`config.mk`:
```
export PLATFORM = sky130hd
export DESIGN_NAME = sw_reg_bridge
export DESIGN_NICKNAME = d
export VERILOG_FILES = /design/src/rtl/sw_bridge_pkg.sv /design/src/rtl/sw_bridge_xlate.sv /design/src/rtl/sw_bridge_seq.sv /design/src/rtl/sw_reg_bridge.sv
export SDC_FILE = /design/constraint.sdc
export NUM_CORES = 1
export LEC_CHECK = 0
export ABC_AREA = 1
export BUFFER_PORTS_ARGS = -buffer_cell sky130_fd_sc_hd__buf_4
export CAP_MARGIN = 20
export CORE_MARGIN = 2
export CORE_UTILIZATION = 30
export DETAILED_ROUTE_END_ITERATION = 10
export RECOVER_POWER = 100
export SYNTH_ARGS = -nofsm -noshare
export SYNTH_HDL_FRONTEND = slang
export SYNTH_SLANG_ARGS = --single-unit
```
`constraint.sdc`:
```
create_clock -name clk_i -period 2.05 [get_ports clk_i]
set_input_delay 0.41 -clock clk_i [delete_from_list [all_inputs] [get_ports clk_i]]
set_output_delay 0.41 -clock clk_i [all_outputs]
set_load 0.03 [all_outputs]
```
`src/rtl/sw_bridge_pkg.sv`:
```
package sw_bridge_pkg;
  localparam int PHY_W  = 5;
  localparam int REG_W  = 5;
  localparam int HALF_W = 16;

  localparam logic [1:0] MODEL_A = 2'd0;
  localparam logic [1:0] MODEL_B = 2'd1;

  localparam logic [PHY_W-1:0] PAGE_PHY_A  = 5'h1F;
  localparam logic [REG_W-1:0] PAGE_REG_A  = 5'h10;
  localparam logic [PHY_W-1:0] PAGE_PHY_B  = 5'h18;
  localparam logic [REG_W-1:0] PAGE_REG_B  = 5'h00;
  localparam logic [PHY_W-1:0] PSEUDO_BASE = 5'h10;

  typedef enum logic [2:0] {
    ST_IDLE,
    ST_PAGE,
    ST_FIRST,
    ST_SECOND,
    ST_DONE
  } seq_state_e;
endpackage

```
`src/rtl/sw_bridge_xlate.sv`:
```
module sw_bridge_xlate
  import sw_bridge_pkg::*;
#(
  parameter int ADDR_W = 18,
  parameter logic [ADDR_W-1:0] SWAP_ADDR = ADDR_W'('h98)
) (
  input  logic [ADDR_W-1:0] addr_i,
  input  logic [1:0]        model_i,
  output logic [PHY_W-1:0]  page_phy_o,
  output logic [REG_W-1:0]  page_reg_o,
  output logic [HALF_W-1:0] page_val_o,
  output logic [PHY_W-1:0]  data_phy_o,
  output logic [REG_W-1:0]  data_reg_o,
  output logic              low_first_o,
  output logic              model_ok_o
);
  localparam int PAGE_SHIFT = 9;

  always_comb begin
    page_phy_o = PAGE_PHY_A;
    page_reg_o = PAGE_REG_A;
    model_ok_o = 1'b1;
    unique case (model_i)
      MODEL_A: begin
        page_phy_o = PAGE_PHY_A;
        page_reg_o = PAGE_REG_A;
      end
      MODEL_B: begin
        page_phy_o = PAGE_PHY_B;
        page_reg_o = PAGE_REG_B;
      end
      default: model_ok_o = 1'b0;
    endcase
  end

  assign page_val_o  = HALF_W'(addr_i >> PAGE_SHIFT);
  assign data_phy_o  = PSEUDO_BASE | {2'b00, addr_i[8:6]};
  // half-select bit left at zero; sequencer sets it
  assign data_reg_o  = {addr_i[5:2], 1'b0};
  assign low_first_o = (model_i == MODEL_A) && (addr_i == SWAP_ADDR);
endmodule

```
`src/rtl/sw_bridge_seq.sv`:
```
module sw_bridge_seq
  import sw_bridge_pkg::*;
#(
  parameter int ADDR_W = 18,
  localparam int DATA_W = 2 * HALF_W
) (
  input  logic              clk_i,
  input  logic              rst_ni,
  input  logic              host_req_i,
  input  logic [ADDR_W-1:0] host_addr_i,
  input  logic [DATA_W-1:0] host_wdata_i,
  input  logic              host_we_i,
  input  logic [1:0]        host_model_i,
  output logic              host_ack_o,
  output logic [DATA_W-1:0] host_rdata_o,
  output logic              host_err_o,
  output logic [ADDR_W-1:0] cap_addr_o,
  output logic [1:0]        cap_model_o,
  input  logic [PHY_W-1:0]  page_phy_i,
  input  logic [REG_W-1:0]  page_reg_i,
  input  logic [HALF_W-1:0] page_val_i,
  input  logic [PHY_W-1:0]  data_phy_i,
  input  logic [REG_W-1:0]  data_reg_i,
  input  logic              low_first_i,
  input  logic              model_ok_i,
  output logic              mdio_req_o,
  output logic [PHY_W-1:0]  mdio_phy_o,
  output logic [REG_W-1:0]  mdio_reg_o,
  output logic [HALF_W-1:0] mdio_wdata_o,
  output logic              mdio_we_o,
  input  logic              mdio_ack_i,
  input  logic [HALF_W-1:0] mdio_rdata_i,
  input  logic              mdio_err_i
);
  seq_state_e        state_q;
  logic              we_q;
  logic [DATA_W-1:0] wdata_q;
  logic [DATA_W-1:0] rdata_q;
  logic              err_q;
  logic              active;
  logic              first_low;
  logic              half_sel;

  assign active     = (state_q == ST_PAGE) || (state_q == ST_FIRST) || (state_q == ST_SECOND);
  assign mdio_req_o = active && model_ok_i;
  // reads and normal writes differ in which half goes first
  assign first_low  = !we_q || low_first_i;

  always_ff @(posedge clk_i or negedge rst_ni) begin
    if (!rst_ni) begin
      state_q     <= ST_IDLE;
      cap_addr_o  <= '0;
      cap_model_o <= '0;
      we_q        <= 1'b0;
      wdata_q     <= '0;
      rdata_q     <= '0;
      err_q       <= 1'b0;
    end else begin
      unique case (state_q)
        ST_IDLE: if (host_req_i) begin
          cap_addr_o  <= host_addr_i;
          cap_model_o <= host_model_i;
          we_q        <= host_we_i;
          wdata_q     <= host_wdata_i;
          rdata_q     <= '0;
          err_q       <= 1'b0;
          state_q     <= ST_PAGE;
        end
        ST_PAGE: begin
          if (!model_ok_i) begin
            err_q   <= 1'b1;
            state_q <= ST_DONE;
          end else if (mdio_ack_i) begin
            if (mdio_err_i) begin
              err_q   <= 1'b1;
              state_q <= ST_DONE;
            end else begin
              state_q <= ST_FIRST;
            end
          end
        end
        ST_FIRST: if (mdio_ack_i) begin
          if (mdio_err_i) begin
            err_q   <= 1'b1;
            state_q <= ST_DONE;
          end else begin
            if (!we_q) rdata_q[HALF_W-1:0] <= mdio_rdata_i;
            state_q <= ST_SECOND;
          end
        end
        ST_SECOND: if (mdio_ack_i) begin
          if (mdio_err_i) err_q <= 1'b1;
          else if (!we_q) rdata_q[DATA_W-1:HALF_W] <= mdio_rdata_i;
          state_q <= ST_DONE;
        end
        ST_DONE: state_q <= ST_IDLE;
        default: state_q <= ST_IDLE;
      endcase
    end
  end

  always_comb begin
    half_sel = 1'b0;
    unique case (state_q)
      ST_FIRST:  half_sel = !first_low;
      ST_SECOND: half_sel = first_low;
      default:   half_sel = 1'b0;
    endcase
  end

  always_comb begin
    if (state_q == ST_PAGE) begin
      mdio_phy_o   = page_phy_i;
      mdio_reg_o   = page_reg_i;
      mdio_wdata_o = page_val_i;
      mdio_we_o    = 1'b1;
    end else begin
      mdio_phy_o   = data_phy_i;
      mdio_reg_o   = data_reg_i | REG_W'(half_sel);
      mdio_wdata_o = !we_q ? '0 : (half_sel ? wdata_q[DATA_W-1:HALF_W] : wdata_q[HALF_W-1:0]);
      mdio_we_o    = we_q;
    end
  end

  assign host_ack_o   = (state_q == ST_DONE);
  assign host_rdata_o = rdata_q;
  assign host_err_o   = err_q;
endmodule

```
`src/rtl/sw_reg_bridge.sv`:
```
module sw_reg_bridge
  import sw_bridge_pkg::*;
#(
  parameter int ADDR_W = 18
) (
  input  logic              clk_i,
  input  logic              rst_ni,
  input  logic              host_req_i,
  input  logic [ADDR_W-1:0] host_addr_i,
  input  logic [31:0]       host_wdata_i,
  input  logic              host_we_i,
  input  logic [1:0]        host_model_i,
  output logic              host_ack_o,
  output logic [31:0]       host_rdata_o,
  output logic              host_err_o,
  output logic              mdio_req_o,
  output logic [4:0]        mdio_phy_o,
  output logic [4:0]        mdio_reg_o,
  output logic [15:0]       mdio_wdata_o,
  output logic              mdio_we_o,
  input  logic              mdio_ack_i,
  input  logic [15:0]       mdio_rdata_i,
  input  logic              mdio_err_i
);
  logic [ADDR_W-1:0] cap_addr;
  logic [1:0]        cap_model;
  logic [PHY_W-1:0]  page_phy, data_phy;
  logic [REG_W-1:0]  page_reg, data_reg;
  logic [HALF_W-1:0] page_val;
  logic              low_first, model_ok;

  sw_bridge_xlate #(.ADDR_W(ADDR_W)) u_xlate (
    .addr_i      (cap_addr),
    .model_i     (cap_model),
    .page_phy_o  (page_phy),
    .page_reg_o  (page_reg),
    .page_val_o  (page_val),
    .data_phy_o  (data_phy),
    .data_reg_o  (data_reg),
    .low_first_o (low_first),
    .model_ok_o  (model_ok)
  );

  sw_bridge_seq #(.ADDR_W(ADDR_W)) u_seq (
    .clk_i        (clk_i),
    .rst_ni       (rst_ni),
    .host_req_i   (host_req_i),
    .host_addr_i  (host_addr_i),
    .host_wdata_i (host_wdata_i),
    .host_we_i    (host_we_i),
    .host_model_i (host_model_i),
    .host_ack_o   (host_ack_o),
    .host_rdata_o (host_rdata_o),
    .host_err_o   (host_err_o),
    .cap_addr_o   (cap_addr),
    .cap_model_o  (cap_model),
    .page_phy_i   (page_phy),
    .page_reg_i   (page_reg),
    .page_val_i   (page_val),
    .data_phy_i   (data_phy),
    .data_reg_i   (data_reg),
    .low_first_i  (low_first),
    .model_ok_i   (model_ok),
    .mdio_req_o   (mdio_req_o),
    .mdio_phy_o   (mdio_phy_o),
    .mdio_reg_o   (mdio_reg_o),
    .mdio_wdata_o (mdio_wdata_o),
    .mdio_we_o    (mdio_we_o),
    .mdio_ack_i   (mdio_ack_i),
    .mdio_rdata_i (mdio_rdata_i),
    .mdio_err_i   (mdio_err_i)
  );
endmodule

```
# After elaboration in Yosys (flattened, before gate mapping)
# Cells that the tools add are included.
# totals
out_inout_bits	62
elab_cells	71
input_bits	74
register_bits	89
# classes
n_eq_ne	14
n_mux	29
n_bitwise	1
reduce_logical	19
# ops
op	count
16-bit two-way mux	6
16-bit case mux with 2 select lines	2
32-bit two-way mux	1
3-bit two-way mux	8
18-bit by 8-bit == test with 1-bit output (second input constant)	1
2-bit != test (second input constant)	7
3-bit case mux with 4 select lines	1
5-bit two-way mux	2
5-bit AND reduction	2
3-bit by 2-bit == test with 1-bit output (second input constant)	2
1-bit two-way mux	6
5-bit by 1-bit OR with 5-bit output	1
4-bit two-way mux	1
2-bit AND reduction	2
4-bit AND reduction	1
2-bit nonzero test	2
2-bit OR reduction	2
3-bit by 1-bit == test with 1-bit output (second input constant)	1
3-bit == test (second input constant)	1
3-bit logical NOT	1
1-bit logical OR	3
3-bit != test (second input constant)	1
1-bit case mux with 3 select lines	1
3-bit nonzero test	1
5 further kinds	7

# Logic depth before layout (Yosys ltp)
# logic_depth
word_depth	8
depth_mapped	12
ltp_nobuf	11

# Cells and area by module
# From an unflattened synthesis, not the netlist that was laid out.
# unflattened
cells_unflattened	602
area_unflattened_um2	4588.2
# by_module_without_submodules
module	area_each_um2	seq_area_each_um2	cells_each	n_inst
sw_bridge_seq	4209.0	2227.1	539	1
sw_bridge_xlate	379.1	0.0	63	1

# Worst setup path before layout
# Ideal clock, no wire load.
# synth_timing
path_kind	register to output
startpoint	register u_seq.cap_model_o[1]
endpoint	output port mdio_wdata_o[10]
slack_ps	-67
n_path_buf	1
stages_incl_launch_ff	11
required_time_ps	1640
t_arrival_ps	1707
cell_sequence	dfrtp_1 > nor2_1 > nand2_1 > nor2_1 > nand3_2 > nand2_2 > nand2_4 > nand2_4 > buf_6 > nor2_1 > nor2_1
# synth_via
elab_chain_cells	8
# synth_lines
element	line	rtl
from (decl)	sw_bridge_seq.sv:18	output logic [1:0] cap_model_o,
from (signal assigned)	sw_bridge_seq.sv:62	cap_model_o <= host_model_i;
2-bit logical NOT (*)	sw_bridge_xlate.sv:40	assign low_first_o = (model_i == MODEL_A) && (addr_i == SWAP_ADDR);
1-bit logical AND (*)	sw_bridge_xlate.sv:40	
1-bit logical OR (*)	sw_bridge_seq.sv:47	assign first_low = !we_q || low_first_i;
1-bit logical NOT	sw_bridge_seq.sv:105	ST_FIRST: half_sel = !first_low;
1-bit case mux with 2 select lines (*)	sw_bridge_seq.sv:104	unique case (state_q)
16-bit two-way mux (*) (2 in series)	sw_bridge_seq.sv:120	mdio_wdata_o = !we_q ? '0 : (half_sel ? wdata_q[DATA_W-1:HALF_W] : wdata_q[HALF_W-1:0]);
16-bit two-way mux (*)	sw_bridge_seq.sv:112	if (state_q == ST_PAGE) begin
to (decl)	sw_reg_bridge.sv:19	output logic [15:0] mdio_wdata_o,
# Every way passes the cells marked *; elsewhere a longest branch is shown, timed or not.

# Final worst setup path
# layout_timing
startpoint	register u_seq.cap_addr_o[17]
endpoint	output port mdio_wdata_o[5]
# layout_via
elab_chain_cells	8
# layout_lines
element	line	rtl
from (decl)	sw_bridge_seq.sv:17	output logic [ADDR_W-1:0] cap_addr_o,
from (signal assigned)	sw_bridge_seq.sv:61	cap_addr_o <= host_addr_i;
18-bit by 8-bit == test with 1-bit output (*)	sw_bridge_xlate.sv:40	
1-bit logical AND (*)	sw_bridge_xlate.sv:40	
1-bit logical OR (*)	sw_bridge_seq.sv:47	
1-bit logical NOT	sw_bridge_seq.sv:105	
1-bit case mux with 2 select lines (*)	sw_bridge_seq.sv:104	
16-bit two-way mux (*) (2 in series)	sw_bridge_seq.sv:120	
16-bit two-way mux (*)	sw_bridge_seq.sv:112	
# Marks and branches as above.

==> results.md <==
- Placed cells: 794
- Post-Syn Area: 4233 um2
- EDFF count, synth: 0
- Pin count of the biggest net entering global routing: 90
- Largest family of logic cells by synthesized area: simple AND/OR/NAND/NOR gates
- Worst-skew pair later-pin latency: between 300 and 400 ps
- Synth Flop Type: dfrtp_1
- Share of layout cells above drive strength 1: roughly 37%
- Multiplexer share of the synthesized area: approximately 5.6%
- Worst hold path class: in -> reg
- Top cells by count, synth: 131 x nand2_1, 89 x dfrtp_1, 57 x o21ai_0
- Total Wirelength: ~12,000 um
- Start of the worst register-to-register path: u_seq.state_q[2]
- Final Max Tran Viols: 0
- Die Area: 15,070 um2
- Worst Setup SP: u_seq.cap_addr_o[17]
- Synth unique cells: 29
- Outcome: finished with violations
- GRT overflow: 0
- IO buf count: 134
- First-pass GRT wire length: between 15,000 and 20,000 um
- Syn avg cell area: about 8.8 um2
- Data required, critical path: ~1600 ps
- Layout area overhead: 44.61%
- Final worst path period need: ~2300 ps
- Register area: between 2000 and 2500 um2
- Worst slack, placed: -4.468 ps
- Core outline area: 13,830 um2
- Critical path startpoint category: flip-flop
- Violated checks: setup timing
- Fin. Hold Viols: 0
- Rel. slew slack: a little under a fifth
- CP Max Fanout: 4
- Total CTS buffers: 9
- Leakage: between 2 and 3 nW
- DP HPWL: 8605 um
- VDD IR max: around 1.1 mV
- Rows: 43
- # setup viols final: 43
- WL per Instance: between 15 and 20 um
- CP endpoint kind: primary output
- Die height: 122.8 um
- Seq/Total Area, Yosys: a little over half
- Max Clk Rate: 432.6 MHz
- 1st-iter DRT viols: 261
- Fillers: between 1,000 and 1,500
- CTS root buf: clkbuf_16
- Hold Startpoint: host_addr_i[7]
- Initial antenna violation count: 0
- Post-Syn Nets: about 560
- ANT nets after route: 0
- CTS Sinks: between 80 and 90
- Yosys warns: 0
- Pre-antenna DRT Iters: 4
- Most frequent cell after synthesis: nand2_1
- Largest area contributor in the netlist: dfrtp_1
- Area fraction in compound gates after synthesis: between 10% and 20%
- CTS tree: built
- Longest Clk Path Bufs: 2
- Pwr Total: between 9 and 10 mW
- Yosys reg bits: between 80 and 90
- Slew @ Worst Pin: about 1200 ps
- GPL Wtd Cong: 0.8704
- H-tree levels: 3
- Setup Skew: just over 9 ps
- Top cell type's share of synthesized area: between 50% and 60%
- Vias in the first global route: about 3,700
- # nets final: between 700 and 800
- Hold buffer count at cts: 0
- All-Layer GR Usage: 16.42%
- Initial core utilization: between 30% and 40%
- Vias: 3,860
- Adder-cell share of the synthesized area: 0%
- Antenna Cells: 0
- Power Density: roughly 1600 nW/um2
- Simple-Gate Fraction of Synth Area: ~23%
- Largest cells by area after synthesis: dfrtp_1 53%, nand2_1 12%, o21ai_0 6.7%
- Period utilization: 112.8%
- TNS Setup: -5649 ps
- Data arrival, critical path: between 1500 and 2000 ps
- Die X: 122.8 um
- Worst setup margin: -261.5 ps
- Area taken by multi-input logic gates: between 1500 and 2000 um2
- RSZ-0062 raised after global routing: true
- Cell Count, Final, Fillers Out: 825
- # IOs: about 140
- DRC: 0
- FFs w/ async S/R, synth: 100.0%
- MaxCap Viol Count: 0
- Kind of critical path: reg -> out
- Drt via density: about 4.7
- Clock Pin Slew Worst Setup and Hold Paths: roughly 70 ps
- Cells after Synth: 481
- Post-Synth XOR/XNOR Area: 0%
per-layer routing:
metal	up-vias	global-route usage (%)	part of all wire (%)
met2	127	25.10	47
met1	1848	22.59	46
met5	-	0	0
met3	11	3.299	5.7
met4	0	6.968	1.4
li1	1874	-	-
registers in the layout, indices dropped and copies added (netlist names):
name and count:
u_seq.host_rdata_o 32, u_seq.wdata_q 32, u_seq.cap_addr_o 18, u_seq.state_q 3
u_seq.cap_model_o 2, u_seq.host_err_o 1, u_seq.we_q 1
metrics by stage:
step                      instance area [um2]  hold slack (ps)  util [%]
final                                    6121            268.9     44.27
after global routing                     6121            273.3     44.27
after CTS                                6042            119.5     43.70
after detailed placement                 5572            473.8     40.29
after global placement                   5572            468.4     40.29
after floorplan                          4250            114.4         -
report_power, final:
group / total (mW) / switching (mW) / internal [mW]
Sequential: 2.76 / 0.343 / 2.42
Clock: 1.70 / 0.716 / 0.987
Combinational: 5.47 / 3.32 / 2.15
Total: 9.94 / 4.38 / 5.55
layout by cell type (no fill, tap or decap), types with 3 or more instances in the layout:
cell / netlist / layout
o21ai_2: 16 / 6
inv_2: 5 / 4
buf_4: 2 / 96
buf_6: 4 / 30
clkbuf_1: 3 / 34
clkbuf_2: 0 / 3
nor2_1: 31 / 23
a21oi_1: 4 / 4
nand3_1: 45 / 28
buf_12: 0 / 3
dfrtp_1: 89 / 89
nand2_1: 131 / 122
clkbuf_16: 0 / 10
nor2_2: 2 / 10
inv_1: 40 / 39
nand3_4: 1 / 6
o21ai_4: 1 / 3
o21ai_0: 57 / 65
nand2_2: 4 / 11
inv_6: 0 / 3
mux2_2: 21 / 21
nand3_2: 2 / 14
critical path, cell delays in order, from the launching register on:
cell       delay [ps]
dfrtp_1           390
nor2_1            100
nand2_1            70
nor2_1            110
nand3_2           150
nand2_4           140
nand2_8            80
clkbuf_16         170
nand3_2            60
nand3_2            60
nand2_2            80
buf_6             120
area by class of cell:
cell class | instances | area share [%]
sequential | 89 | 36.39
clock inverter | 5 | 1.022
inverter | 46 | 2.984
timing repair buffer | 169 | 21.28
multi-input combinational | 325 | 30.68
clock buffer | 11 | 3.966
tap | 180 | 3.679
logic make-up (layout without fill, tap and decap cells):
family | Yosys count | in the layout
other | 1 | 1
AND/OR/NAND/NOR | 222 | 222
buffers and inverters | 67 | 231
flip-flops | 89 | 89
AO/OA/AOI/OAI | 81 | 81
multiplexers | 21 | 21
worst paths after layout:
| path | endpoint | slack [ps] | cells past startpoint |
|---|---|---|---|
| max in group asynchronous | u_seq.wdata_q[0] | 830 | 2 |
| worst min-delay path | u_seq.cap_addr_o[7] | 270 | 3 |
| worst min register to register | u_seq.host_rdata_o[0] | 490 | 2 |
| worst max register to register | u_seq.cap_model_o[1] | -120 | 7 |
| worst max-delay path | mdio_wdata_o[5] | -260 | 11 |
| min in group asynchronous | u_seq.host_rdata_o[12] | 450 | 2 |
timing repair:
action                                  4_1_cts  5_1_grt
gates resized for setup                      31       54
gates cloned                                  0        1
endpoints found under the setup margin       21       24
buffers inserted                              7        7
pin swaps                                     4       26
Power figures use the tool's default switching activity.
